$ cat src/rtl/cwf_fill_pkg.sv
package cwf_fill_pkg;
  typedef enum logic [1:0] {
    ST_IDLE  = 2'd0,
    ST_FETCH = 2'd1,
    ST_WRITE = 2'd2,
    ST_DONE  = 2'd3
  } fill_st_e;
endpackage

$ cat src/rtl/cwf_order_gen.sv
module cwf_order_gen #(
  parameter int N_MOD = 4,
  parameter int IDX_W = 2
) (
  input  logic [IDX_W-1:0] start_i,
  input  logic [IDX_W-1:0] step_i,
  output logic [IDX_W-1:0] idx_o
);
  localparam bit POW2 = ((1 << IDX_W) == N_MOD);

  generate
    if (POW2) begin : g_pow2
      // natural wrap of the index width
      assign idx_o = start_i + step_i;
    end else begin : g_mod
      logic [IDX_W:0] sum;
      assign sum   = {1'b0, start_i} + {1'b0, step_i};
      assign idx_o = (sum >= (IDX_W+1)'(N_MOD)) ? IDX_W'(sum - (IDX_W+1)'(N_MOD))
                                                : IDX_W'(sum);
    end
  endgenerate
endmodule

$ cat src/rtl/cwf_resp_mux.sv
module cwf_resp_mux #(
  parameter int N_MOD  = 4,
  parameter int WORD_W = 128,
  parameter int IDX_W  = 2
) (
  input  logic [N_MOD-1:0]        valid_i,
  input  logic [N_MOD*WORD_W-1:0] data_i,
  input  logic [IDX_W-1:0]        sel_i,
  output logic                    sel_valid_o,
  output logic [WORD_W-1:0]       sel_data_o
);
  logic [WORD_W-1:0] words [N_MOD];

  for (genvar g = 0; g < N_MOD; g++) begin : g_slice
    assign words[g] = data_i[g*WORD_W +: WORD_W];
  end

  always_comb begin
    sel_valid_o = 1'b0;
    sel_data_o  = '0;
    for (int k = 0; k < N_MOD; k++) begin
      if (sel_i == IDX_W'(k)) begin
        sel_valid_o = valid_i[k];
        sel_data_o  = words[k];
      end
    end
  end
endmodule

$ cat src/rtl/cwf_fill_fsm.sv
module cwf_fill_fsm
  import cwf_fill_pkg::*;
#(
  parameter int N_MOD = 4,
  parameter int IDX_W = 2
) (
  input  logic             clk_i,
  input  logic             rst_ni,
  input  logic             req_fire_i,
  input  logic             sel_valid_i,
  output fill_st_e         st_o,
  output logic [IDX_W-1:0] step_o
);
  localparam logic [IDX_W-1:0] LAST_STEP = IDX_W'(N_MOD - 1);

  fill_st_e         st_q, st_d;
  logic [IDX_W-1:0] step_q, step_d;

  always_comb begin
    st_d   = st_q;
    step_d = step_q;
    unique case (st_q)
      ST_IDLE: begin
        if (req_fire_i) begin
          st_d   = ST_FETCH;
          step_d = '0;
        end
      end
      ST_FETCH: begin
        if (sel_valid_i) st_d = ST_WRITE;
      end
      ST_WRITE: begin
        if (step_q == LAST_STEP) begin
          st_d = ST_DONE;
        end else begin
          st_d   = ST_FETCH;
          step_d = step_q + 1'b1;
        end
      end
      ST_DONE: st_d = ST_IDLE;
      default: st_d = ST_IDLE;
    endcase
  end

  always_ff @(posedge clk_i or negedge rst_ni) begin
    if (!rst_ni) begin
      st_q   <= ST_IDLE;
      step_q <= '0;
    end else begin
      st_q   <= st_d;
      step_q <= step_d;
    end
  end

  assign st_o   = st_q;
  assign step_o = step_q;
endmodule

$ cat src/rtl/cwf_fill_seq.sv
module cwf_fill_seq
  import cwf_fill_pkg::*;
#(
  parameter int N_MOD  = 4,
  parameter int WORD_W = 128,
  parameter int BLK_W  = 20,
  localparam int IDX_W = (N_MOD > 1) ? $clog2(N_MOD) : 1
) (
  input  logic                    clk_i,
  input  logic                    rst_ni,
  input  logic                    req_valid_i,
  output logic                    req_ready_o,
  input  logic [BLK_W-1:0]        req_blk_i,
  input  logic [IDX_W-1:0]        req_word_i,
  output logic                    busy_o,
  output logic [N_MOD-1:0]        mod_req_o,
  output logic [BLK_W-1:0]        mod_addr_o,
  input  logic [N_MOD-1:0]        mod_valid_i,
  input  logic [N_MOD*WORD_W-1:0] mod_rdata_i,
  output logic                    ram_we_o,
  output logic [BLK_W-1:0]        ram_blk_o,
  output logic [IDX_W-1:0]        ram_idx_o,
  output logic [WORD_W-1:0]       ram_wdata_o,
  output logic                    cpu_valid_o,
  output logic [WORD_W-1:0]       cpu_data_o,
  output logic                    done_o,
  output logic [BLK_W-1:0]        done_blk_o
);
  fill_st_e          st;
  logic [IDX_W-1:0]  step;
  logic [IDX_W-1:0]  cur_idx;
  logic              sel_valid;
  logic [WORD_W-1:0] sel_data;
  logic              req_fire;
  logic              take;

  logic [BLK_W-1:0]  blk_q;
  logic [IDX_W-1:0]  start_q;
  logic [IDX_W-1:0]  widx_q;
  logic [WORD_W-1:0] wdata_q;

  assign req_ready_o = (st == ST_IDLE);
  assign req_fire    = req_valid_i & req_ready_o;
  assign take        = (st == ST_FETCH) & sel_valid;

  cwf_fill_fsm #(.N_MOD(N_MOD), .IDX_W(IDX_W)) u_fsm (
    .clk_i       (clk_i),
    .rst_ni      (rst_ni),
    .req_fire_i  (req_fire),
    .sel_valid_i (take),
    .st_o        (st),
    .step_o      (step)
  );

  cwf_order_gen #(.N_MOD(N_MOD), .IDX_W(IDX_W)) u_order (
    .start_i (start_q),
    .step_i  (step),
    .idx_o   (cur_idx)
  );

  cwf_resp_mux #(.N_MOD(N_MOD), .WORD_W(WORD_W), .IDX_W(IDX_W)) u_mux (
    .valid_i     (mod_valid_i),
    .data_i      (mod_rdata_i),
    .sel_i       (cur_idx),
    .sel_valid_o (sel_valid),
    .sel_data_o  (sel_data)
  );

  always_ff @(posedge clk_i or negedge rst_ni) begin
    if (!rst_ni) begin
      blk_q   <= '0;
      start_q <= '0;
    end else if (req_fire) begin
      blk_q   <= req_blk_i;
      start_q <= req_word_i;
    end
  end

  // registered return word: one write cycle per handshake
  always_ff @(posedge clk_i or negedge rst_ni) begin
    if (!rst_ni) begin
      widx_q  <= '0;
      wdata_q <= '0;
    end else if (take) begin
      widx_q  <= cur_idx;
      wdata_q <= sel_data;
    end
  end

  for (genvar g = 0; g < N_MOD; g++) begin : g_req
    assign mod_req_o[g] = (st == ST_FETCH) && (cur_idx == IDX_W'(g));
  end

  assign busy_o      = (st != ST_IDLE);
  assign mod_addr_o  = blk_q;
  assign ram_we_o    = (st == ST_WRITE);
  assign ram_blk_o   = blk_q;
  assign ram_idx_o   = widx_q;
  assign ram_wdata_o = wdata_q;
  assign cpu_valid_o = (st == ST_WRITE) && (step == '0);
  assign cpu_data_o  = wdata_q;
  assign done_o      = (st == ST_DONE);
  assign done_blk_o  = blk_q;
endmodule

$ cat config.mk
export PLATFORM = sky130hd
export DESIGN_NAME = cwf_fill_seq
export DESIGN_NICKNAME = d
export VERILOG_FILES = /design/src/rtl/cwf_fill_pkg.sv /design/src/rtl/cwf_order_gen.sv /design/src/rtl/cwf_resp_mux.sv /design/src/rtl/cwf_fill_fsm.sv /design/src/rtl/cwf_fill_seq.sv
export SDC_FILE = /design/constraint.sdc
export NUM_CORES = 1
export LEC_CHECK = 0
export ABC_AREA = 1
export BUFFER_PORTS_ARGS = -buffer_cell sky130_fd_sc_hd__buf_2
export CAP_MARGIN = 20
export CORE_AREA = 2 2 340 342
export CTS_CLUSTER_SIZE = 30
export DETAILED_ROUTE_END_ITERATION = 10
export DIE_AREA = 0 0 342 344
export HOLD_SLACK_MARGIN = 0.08
export PLACE_DENSITY_LB_ADDON = 0.15
export REMOVE_ABC_BUFFERS = 1
export SETUP_SLACK_MARGIN = 0.05
export SLEW_MARGIN = 20
export SYNTH_ARGS = -nofsm -noshare
export SYNTH_HDL_FRONTEND = slang
export SYNTH_SLANG_ARGS = --single-unit
$ cat constraint.sdc
create_clock -name clk_i -period 2.1 [get_ports clk_i]
set_input_delay 0.315 -clock clk_i [delete_from_list [all_inputs] [get_ports clk_i]]
set_output_delay 0.315 -clock clk_i [all_outputs]
set_load 0.01 [all_outputs]
==> metrics.md, run 1 <==
| Metric | Value |
|---|---|
| Status | `finished with violations` |
| Failing checks | `setup timing` |
| Sequential share of power | `~14%` |
| Top achievable clock speed | `around 460 MHz` |
| Clock-pin slew on the worst setup and hold paths | `~0.070 ns` |
| DRT Pass-1 Iters | `5` |
| Syn avg cell area | `just under 7 um^2` |
| Flops & latches, synth | `156` |
| Core area | `approximately 0.11 mm^2` |
| Synth cell types | `23` |
| Top post-synthesis cells by area | `dfrtp_1, nand2_1, nand4_1` |
| Vias | `roughly 15000` |
| Final hold slack | `~0.13 ns` |
| Tightest Pin Transition | `about 0.57 ns` |
| Yosys top cell area share | `32.0%` |
| Final setup viols | `between 70 and 80` |
| Die Wd | `approximately 340 um` |
| Fin crit period | `approximately 2.2 ns` |
| H-tree Lvls | `4` |
| Startpoint types | `register` |
| GR Util All Layers | `12.4%` |
| LEAKAGE | `about 11 nW` |
| Most used DFF post-synth | `dfrtp_1` |
| Area of the die | `between 0.1 and 0.15 mm^2` |
| Combinational Power Share | `77.9%` |
| Root cell of the clock tree | `clkbuf_16` |
| Crit Path Category | `register to register` |
| Critical Path Fanout Max | `5` |
| First-pass GRT wire length | `between 100000 and 150000 um` |
| Top-count cell post-synth | `nand2_1` |
| Register area share after synthesis | `a little under a third` |
| Chip height | `roughly 340 um` |
| Max_slew headroom | `approximately three fifths` |
| Gate Count Post-Synth | `about 1800` |
| Slew Limit Fails | `0` |
| Arr. time, crit path | `approximately 2.5 ns` |
| Sinks on Clock Net | `156` |
| Vias per inst | `roughly 3.8` |
| Sequential Area | `0.00391 mm^2` |
| TritonCTS buffer count | `17` |
| DRC viols | `0` |
| Max cap viols | `0` |
| Dpl cells | `around 4000` |
| Hold WC Path Type | `input port to register` |
| Layout cells sized above 1 | `around half` |
| Wirelength, routed | `between 80000 and 90000 um` |
| Post-synth EDFFs | `0` |
| Pwr dens | `between 2000 and 2500 mW/mm^2` |
| Synth-to-layout area growth | `70.8%` |
| GPL Wtd Cong | `between 0.8 and 0.9` |
| Final worst path period share | `103%` |
| Clk Latency, worst-skew pair | `between 0.4 and 0.5 ns` |
| Non-Filler Instances | `4084` |
| RSZ-0062 raised after global routing | `yes` |
| CTS tree | `yes` |
| Commonest cells in the netlist | `nand2_1, nand3_1, nand4_1, buf_4, dfrtp_1` |
| Total gr overflow | `0` |
| P_int | `approximately 21 mW` |
| Ys async rst share | `between 90% and 100%` |
| Worst vdd ir | `874 uV` |
| Fin worst setup slack | `-0.0606 ns` |
| Vias in the first global route | `around 15000` |
| DR iter-0 viols | `687` |
| Yosys warns | `0` |
| Setup Skew | `0.00903 ns` |
| Largest net degree at the start of global routing | `67` |
| Clock power share | `8.0%` |
| I/O Buffers | `about 870` |
| # fillers | `~13000` |
| Clock Path Buffers | `2` |
| Hpwl dp | `roughly 61000 um` |
| Multi-input gate area | `0.00687 mm^2` |
| Initial antenna violation count | `5` |
| Hold Fails Final Rpt | `0` |
| Synth area leader | `dfrtp_1` |
| Mapped cell area | `around 0.012 mm^2` |
| Sw Share | `53.1%` |
| Worst setup EP type | `register` |
| WP data required | `between 2 and 2.5 ns` |
| Starting Density | `10.7%` |
| NumNets Final | `between 3000 and 4000` |
| FP Rows | `124` |
| I/O pin count | `just under 900` |
| Drt wl/cell | `between 15 and 20 um` |
| Detail Route Antenna Nets | `0` |
| Switching pwr | `around 24 mW` |
[power by group through the flow]
stage	registers [mW]	logic (mW)	clock network, mW
2_1_floorplan	6.84	6.30	0
3_3_place_gp	6.44	28.0	0
3_5_place_dp	6.40	27.8	0
4_1_cts	6.37	29.9	3.87
5_1_grt	6.58	38.6	3.95
6_report	6.36	35.3	3.63
[cells in the final DEF (no fill, tap or decap), types with 2 or more instances in the layout]
master         netlist  layout
nand3_2              1      98
nand2_8              0       3
nand2_2              5      48
buf_12               0      34
buf_6                2      20
buf_2               74     865
inv_2                2       3
clkbuf_16            0      32
nand2_1            524     454
or2_2                5       5
dfrtp_1            156     155
nor3_4               0       2
buf_4              184      93
nand4_1            271     271
clkbuf_8             0       2
clkinvlp_4           0       3
bufinv_16            0       4
inv_8                0       4
nor2_1              26      23
nor2_4               0       2
nand3_4              0       4
mux2_2              21      21
nand3_1            328     227
buf_16               0      11
o21ai_2              0       4
ha_1                 3       2
buf_8                0      23
dlygate4sd3_1        0      20
inv_1               84      82
clkinv_4             0       2
nand2_4              0      24
o21ai_1              1       3
o21ai_0             24      18
[sequential cells by signal, indices dropped and copies added, names as in the netlist]
signal	cells
ram_idx_o	2
u_fsm.step_o	2
start_q	2
done_blk_o	20
u_fsm.st_o	2
cpu_data_o	128
[critical path: stages (launching register included)]
cell and delay (ns):
dfrtp_1 0.41, ha_4 0.19, inv_2 0.06, nand3_4 0.09, buf_6 0.15, buf_12 0.12
nand4_1 0.12, nand4_4 0.20, buf_8 0.21, clkbuf_16 0.18, buf_8 0.15, nand3_1 0.06
nand2_1 0.07
[area by class of cell]
class / count / share of cell area (%)
timing repair buffer: 1083 / 34.5
clock buffer: 18 / 2.11
tap: 1512 / 9.07
antenna: 1 / 0.0120
multi-input combinational: 1214 / 32.9
sequential: 156 / 18.7
clock inverter: 14 / 0.996
inverter: 86 / 1.58
[cells by family after synthesis]
logic type                 Yosys count  share of synthesized area, %
and+or+nand+nor                   1164                          45.2
buffers and inverters              422                          19.5
DFF                                156                          32.0
AOI/OAI and AO/OA                   26                          1.07
muxes                               21                          1.94
adders and majority gates            3                         0.308
[per-layer routing]
metal | share of wire, % | vias to the layer above | global-route usage (%)
li1 | - | 7489 | -
met1 | 40 | 7356 | 13.9
met2 | 54 | 517 | 23.6
met3 | 4.7 | 48 | 2.44
met4 | 1.5 | 4 | 3.06
met5 | 0.022 | - | 0
[through the flow]
stage	worst slack [ns]	total power, mW	util, %	cell area (um^2)	TNS (ns)
floorplan	-9.06	13.1	-	10100	-1206.00
global route	-0.141	49.2	18.3	20800	-11.68
finish	-0.0606	45.3	18.3	20800	-1.88
global placement	-0.0223	34.4	15.7	17900	-0.0473
detailed placement	-0.00478	34.2	15.7	17900	-0.00478
CTS	-0.123	40.1	16.9	19200	-0.962
[path summary, 6_finish.rpt]
path | slack, ns | cells after the start | endpoint | start
setup / recovery | -0.06 | 12 | cpu_data_o[62]$_DFFE_PN0P_ | start_q[0]$_DFFE_PN0P_
hold / removal | 0.13 | 2 | done_blk_o[4]$_DFFE_PN0P_ | req_blk_i[4]
setup reg to reg | -0.06 | 12 | cpu_data_o[62]$_DFFE_PN0P_ | start_q[0]$_DFFE_PN0P_
hold reg to reg | 0.49 | 2 | ram_idx_o[0]$_DFFE_PN0P_ | ram_idx_o[0]$_DFFE_PN0P_
max in group asynchronous | 1.11 | 3 | cpu_data_o[10]$_DFFE_PN0P_ | rst_ni
min in group asynchronous | 0.33 | 2 | cpu_data_o[97]$_DFFE_PN0P_ | rst_ni
[repair_timing]
action                     4_1_cts  5_1_grt
gates cloned                     6       19
pin swaps                        8      101
hold endpoints to repair        86        0
hold buffers                    20        0
gates resized for setup         36      268
setup buffers                   22       14
setup endpoints to repair       28      137
(Power assumes the default switching activity.)
==> run 2: changes to the inputs <==
- ABC_AREA: 1 -> not set
- CORE_AREA: 2 2 340 342 -> 2 2 334 336
- DIE_AREA: 0 0 342 344 -> 0 0 336 338
==> metrics.md, run 2 <==
| Metric | Value |
|---|---|
| Drt wl/cell | `22.4 um (+13%)` |
| Starting Density | `13.7% (+3.0 points)` |
| First-pass GRT wire length | `124000 um (+18%)` |
| Critical Path Fanout Max | `8 (+3)` |
| DRC viols | `0 (unchanged)` |
| Worst r2r src | `u_fsm.step_o[1]$_DFFE_PN0P_` |
| Detail Route Antenna Nets | `0 (unchanged)` |
| Switching pwr | `29.4 mW (+22%)` |
| Mapped cell area | `0.0151 mm^2 (+24%)` |
| Flops & latches, synth | `156 (unchanged)` |
| CP Depth | `7 (-5)` |
| Cells along the critical path | `xnor3_2 > a21oi_2 > o31a_2 > nand2b_4 > buf_12 > clkbuf_16 > o31ai_2` |
| CP peak stage delay | `0.49 ns (+0.08 ns)` |
| Arr. time, crit path | `2.71 ns (+0.17 ns)` |
| Total gr overflow | `0 (unchanged)` |
| LEAKAGE | `9.55 nW (-11%)` |
| Final hold slack | `0.140 ns (+0.0115 ns)` |
| Vias in the first global route | `17900 (+16%)` |
| Fin worst setup slack | `-0.215 ns (-0.155 ns)` |
| Clock-pin slew on the worst setup and hold paths | `0.08 ns (about the same)` |
| Slew Limit Fails | `0 (unchanged)` |
| Synth-to-layout area growth | `57.4%` |
| CTS tree | `yes` |
| Critical Path Start | `u_fsm.step_o[1]$_DFFE_PN0P_` |
| Yosys top cell area share | `25.9% (-6.1 points)` |
| Clock power share | `6.4% (-1.6 points)` |
| Layout cells sized above 1 | `49.4% (-1.8 points)` |
| Tightest Pin Transition | `0.720 ns (+0.148 ns)` |
| Power Total | `52.9 mW (+17%)` |
| Sequential share of power | `12.2% (-1.8 points)` |
| Placed Area | `0.0208 mm^2 (+16%)` |
| Fin crit period | `2.32 ns (+0.155 ns)` |
| Wirelength, routed | `92100 um (+14%)` |
| Worst r2r dst | `cpu_data_o[60]$_DFFE_PN0P_` |
| TritonCTS buffer count | `17 (unchanged)` |
| Max_slew headroom | `52.0% (-9.9 points)` |
| Synth cell types | `30 (+30%)` |
| Startpoint types | `register` |
| Final instance area | `0.0237 mm^2 (+14%)` |
| Worst path buffer plus inverter count | `2 (-4)` |
| Gate Count Post-Synth | `1885 (+5.2%)` |
| Clk Latency, worst-skew pair | `0.50 ns (about the same)` |
| DR iter-0 viols | `837 (+22%)` |
| Ys async rst share | `100% (unchanged)` |
| Post-synth EDFFs | `0 (unchanged)` |
| Combinational Power Share | `81.4% (+3.5 points)` |
| Max reg flops | `128 (unchanged)` |
| Busiest metal layer after global routing | `met2` |
| Setup Skew | `0.00713 ns (-0.00190 ns)` |
| CP delay by family, top | `compound AO/OA/AOI/OAI gates` |
| CP max-delay cell | `dfrtp_4` |
| WP data required | `2.50 ns (+0.02 ns)` |
| GPL Wtd Cong | `0.789 (-5.4%)` |
| Worst setup EP type | `register` |
| Vias | `18100 (+17%)` |
| Sinks on Clock Net | `156 (unchanged)` |
| Largest net degree at the start of global routing | `74 (+10%)` |
| FP Rows | `122 (-1.6%)` |
| Max cap viols | `0 (unchanged)` |
| P_int | `23.5 mW (+11%)` |
| Worst vdd ir | `1660 uV (+90%)` |
| Commonest cells after routing, fill and taps aside | `buf_2, nor3_1, a21oi_1, mux2i_1, dfrtp_1` |
| Synth area leader | `dfrtp_1` |
| Top achievable clock speed | `432 MHz (-6.7%)` |
| GR Util All Layers | `15.0% (+2.6 points)` |
| Multi-input gate area | `0.0103 mm^2 (+50%)` |
| Vias per inst | `4.39 (+16%)` |
| Root cell of the clock tree | `clkbuf_16` |
| Status | `finished with violations` |
| Sequential Area | `0.00391 mm^2 (about the same)` |
| Syn avg cell area | `8.00 um^2 (+17%)` |
| Hpwl dp | `63200 um (+4.0%)` |
| Clock Path Buffers | `2 (unchanged)` |
| Failing checks | `setup timing` |
| Cells on worst reg2reg path | `7 (-5)` |
| End point of the critical path | `cpu_data_o[60]$_DFFE_PN0P_` |
| Met2 GRT Util | `27.5% (+3.9 points)` |
| Hold WC Path Type | `input port to register` |
| M3 GR Usage | `2.49% (+0.058 points)` |
| Sw Share | `55.5% (+2.4 points)` |
| Hold Fails Final Rpt | `0 (unchanged)` |
| NumNets Final | `3150 (+1.5%)` |
| Register area share after synthesis | `25.9% (-6.1 points)` |
| Most common cell after layout, fill and taps aside | `buf_2` |
| Commonest cells in the netlist | `nor3_1, a21oi_1, mux2i_1, clkbuf_1, buf_4` |
| Die Wd | `336 um (-1.8%)` |
| Most used DFF post-synth | `dfrtp_1` |
| Final setup viols | `134 (+81%)` |
| Area of the die | `0.114 mm^2 (-3.5%)` |
| Yosys warns | `0 (unchanged)` |
| Final worst path period share | `110% (+7.4 points)` |
| # fillers | `12300 (-6.9%)` |
| Crit Path Category | `register to register` |
| Core area | `0.110 mm^2 (-3.4%)` |
| I/O pin count | `868 (unchanged)` |
| DRT Pass-1 Iters | `5 (unchanged)` |
| Top post-synthesis cells by area | `dfrtp_1, mux2i_1, nor3_1` |
| RSZ-0062 raised after global routing | `yes` |
| Met1 GRT Util | `17.8% (+3.8 points)` |
| Top-count cell post-synth | `nor3_1` |
| Reg-to-reg slack, setup | `-0.22 ns (-0.15 ns)` |
| Chip height | `338 um (-1.7%)` |
| Utilization after layout | `21.6% (+3.3 points)` |
| Initial antenna violation count | `10 (+5)` |
| I/O Buffers | `867 (unchanged)` |
| Pwr dens | `2230 mW/mm^2 (+2.5%)` |
| H-tree Lvls | `4 (unchanged)` |
run 2: cell count changes in the layout (fill, tap and decap cells not counted), moves of 226 or more:
cell,before,now
mux2i_1,0,256
a21oi_1,1,257
nor3_1,0,257
nand4_1,271,0
nand3_1,227,1
nand2_1,454,3
run 2: through the flow:
stage / TNS (ns) / cells / setup WS, ns
global route: -29.12 / 4112 / -0.302
global placement: -8.45 / 4010 / -0.106
finish: -19.31 / 4114 / -0.215
detailed placement: -12.23 / 4010 / -0.191
CTS: -19.66 / 4098 / -0.202
floorplan: -2871.49 / 1501 / -21.61
run 2: what timing repair did:
item / in CTS / in global routing
gates resized for setup: 178 / 188
hold buffers: 26 / 0
setup endpoints to repair: 136 / 136
setup buffers: 16 / 3
endpoints found under the hold margin: 72 / 0
cloned: 14 / 7
pin swaps: 10 / 34
run 2: power groups by stage:
stage	Clock, mW	Combinational (mW)	Sequential, mW
floorplan	0	6.51	7.24
global placement	0	32.6	6.47
detailed placement	0	32.3	6.42
CTS	3.60	39.7	6.44
global route	3.69	46.4	6.63
finish	3.40	43.1	6.43
run 2: logic make-up after synthesis:
family | count (synthesis) | synth area share [%]
muxes | 279 | 18.7
AOI/OAI and AO/OA | 776 | 31.1
adders and majority gates | 3 | 0.249
xor gates and xnor gates | 3 | 0.373
DFF | 156 | 25.9
and+or+nand+nor | 280 | 9.27
buffers and inverters | 388 | 14.4
run 2: cell type report:
cell class	instances	area share (%)
flip-flops and latches	156	16.5
diodes	7	0.0738
clock buffers	18	1.81
multi-input cells	1341	43.5
well taps	1488	7.84
repair buffers	1086	29.6
clock inverters	14	0.664
inverters	4	0.0948
run 2: worst min-delay path by stage:
| stage | from | endpoint | slack (ns) | depth (start not counted) |
|---|---|---|---|---|
| floorplan | rst_ni | cpu_data_o[0]$_DFFE_PN0P_ | 0.02 | 0 |
| global placement | rst_ni | done_blk_o[11]$_DFFE_PN0P_ | 0.38 | 1 |
| detailed placement | rst_ni | done_blk_o[13]$_DFFE_PN0P_ | 0.38 | 1 |
| CTS | req_blk_i[12] | done_blk_o[12]$_DFFE_PN0P_ | 0.08 | 2 |
| global route | req_blk_i[12] | done_blk_o[12]$_DFFE_PN0P_ | 0.08 | 2 |
| finish | req_blk_i[12] | done_blk_o[12]$_DFFE_PN0P_ | 0.14 | 2 |
run 2: worst register-to-register path, stage by stage, from the launching register on:
cell and delay (ns):
dfrtp_4 0.49, xnor3_2 0.45, a21oi_2 0.07, o31a_2 0.36, nand2b_4 0.22, buf_12 0.18, clkbuf_16 0.18, o31ai_2 0.26
run 2: layer usage:
layer,up-vias,wire [um]
met5,-,0
met3,72,3810
li1,8572,-
met1,8790,38600
met2,617,48100
met4,0,1620
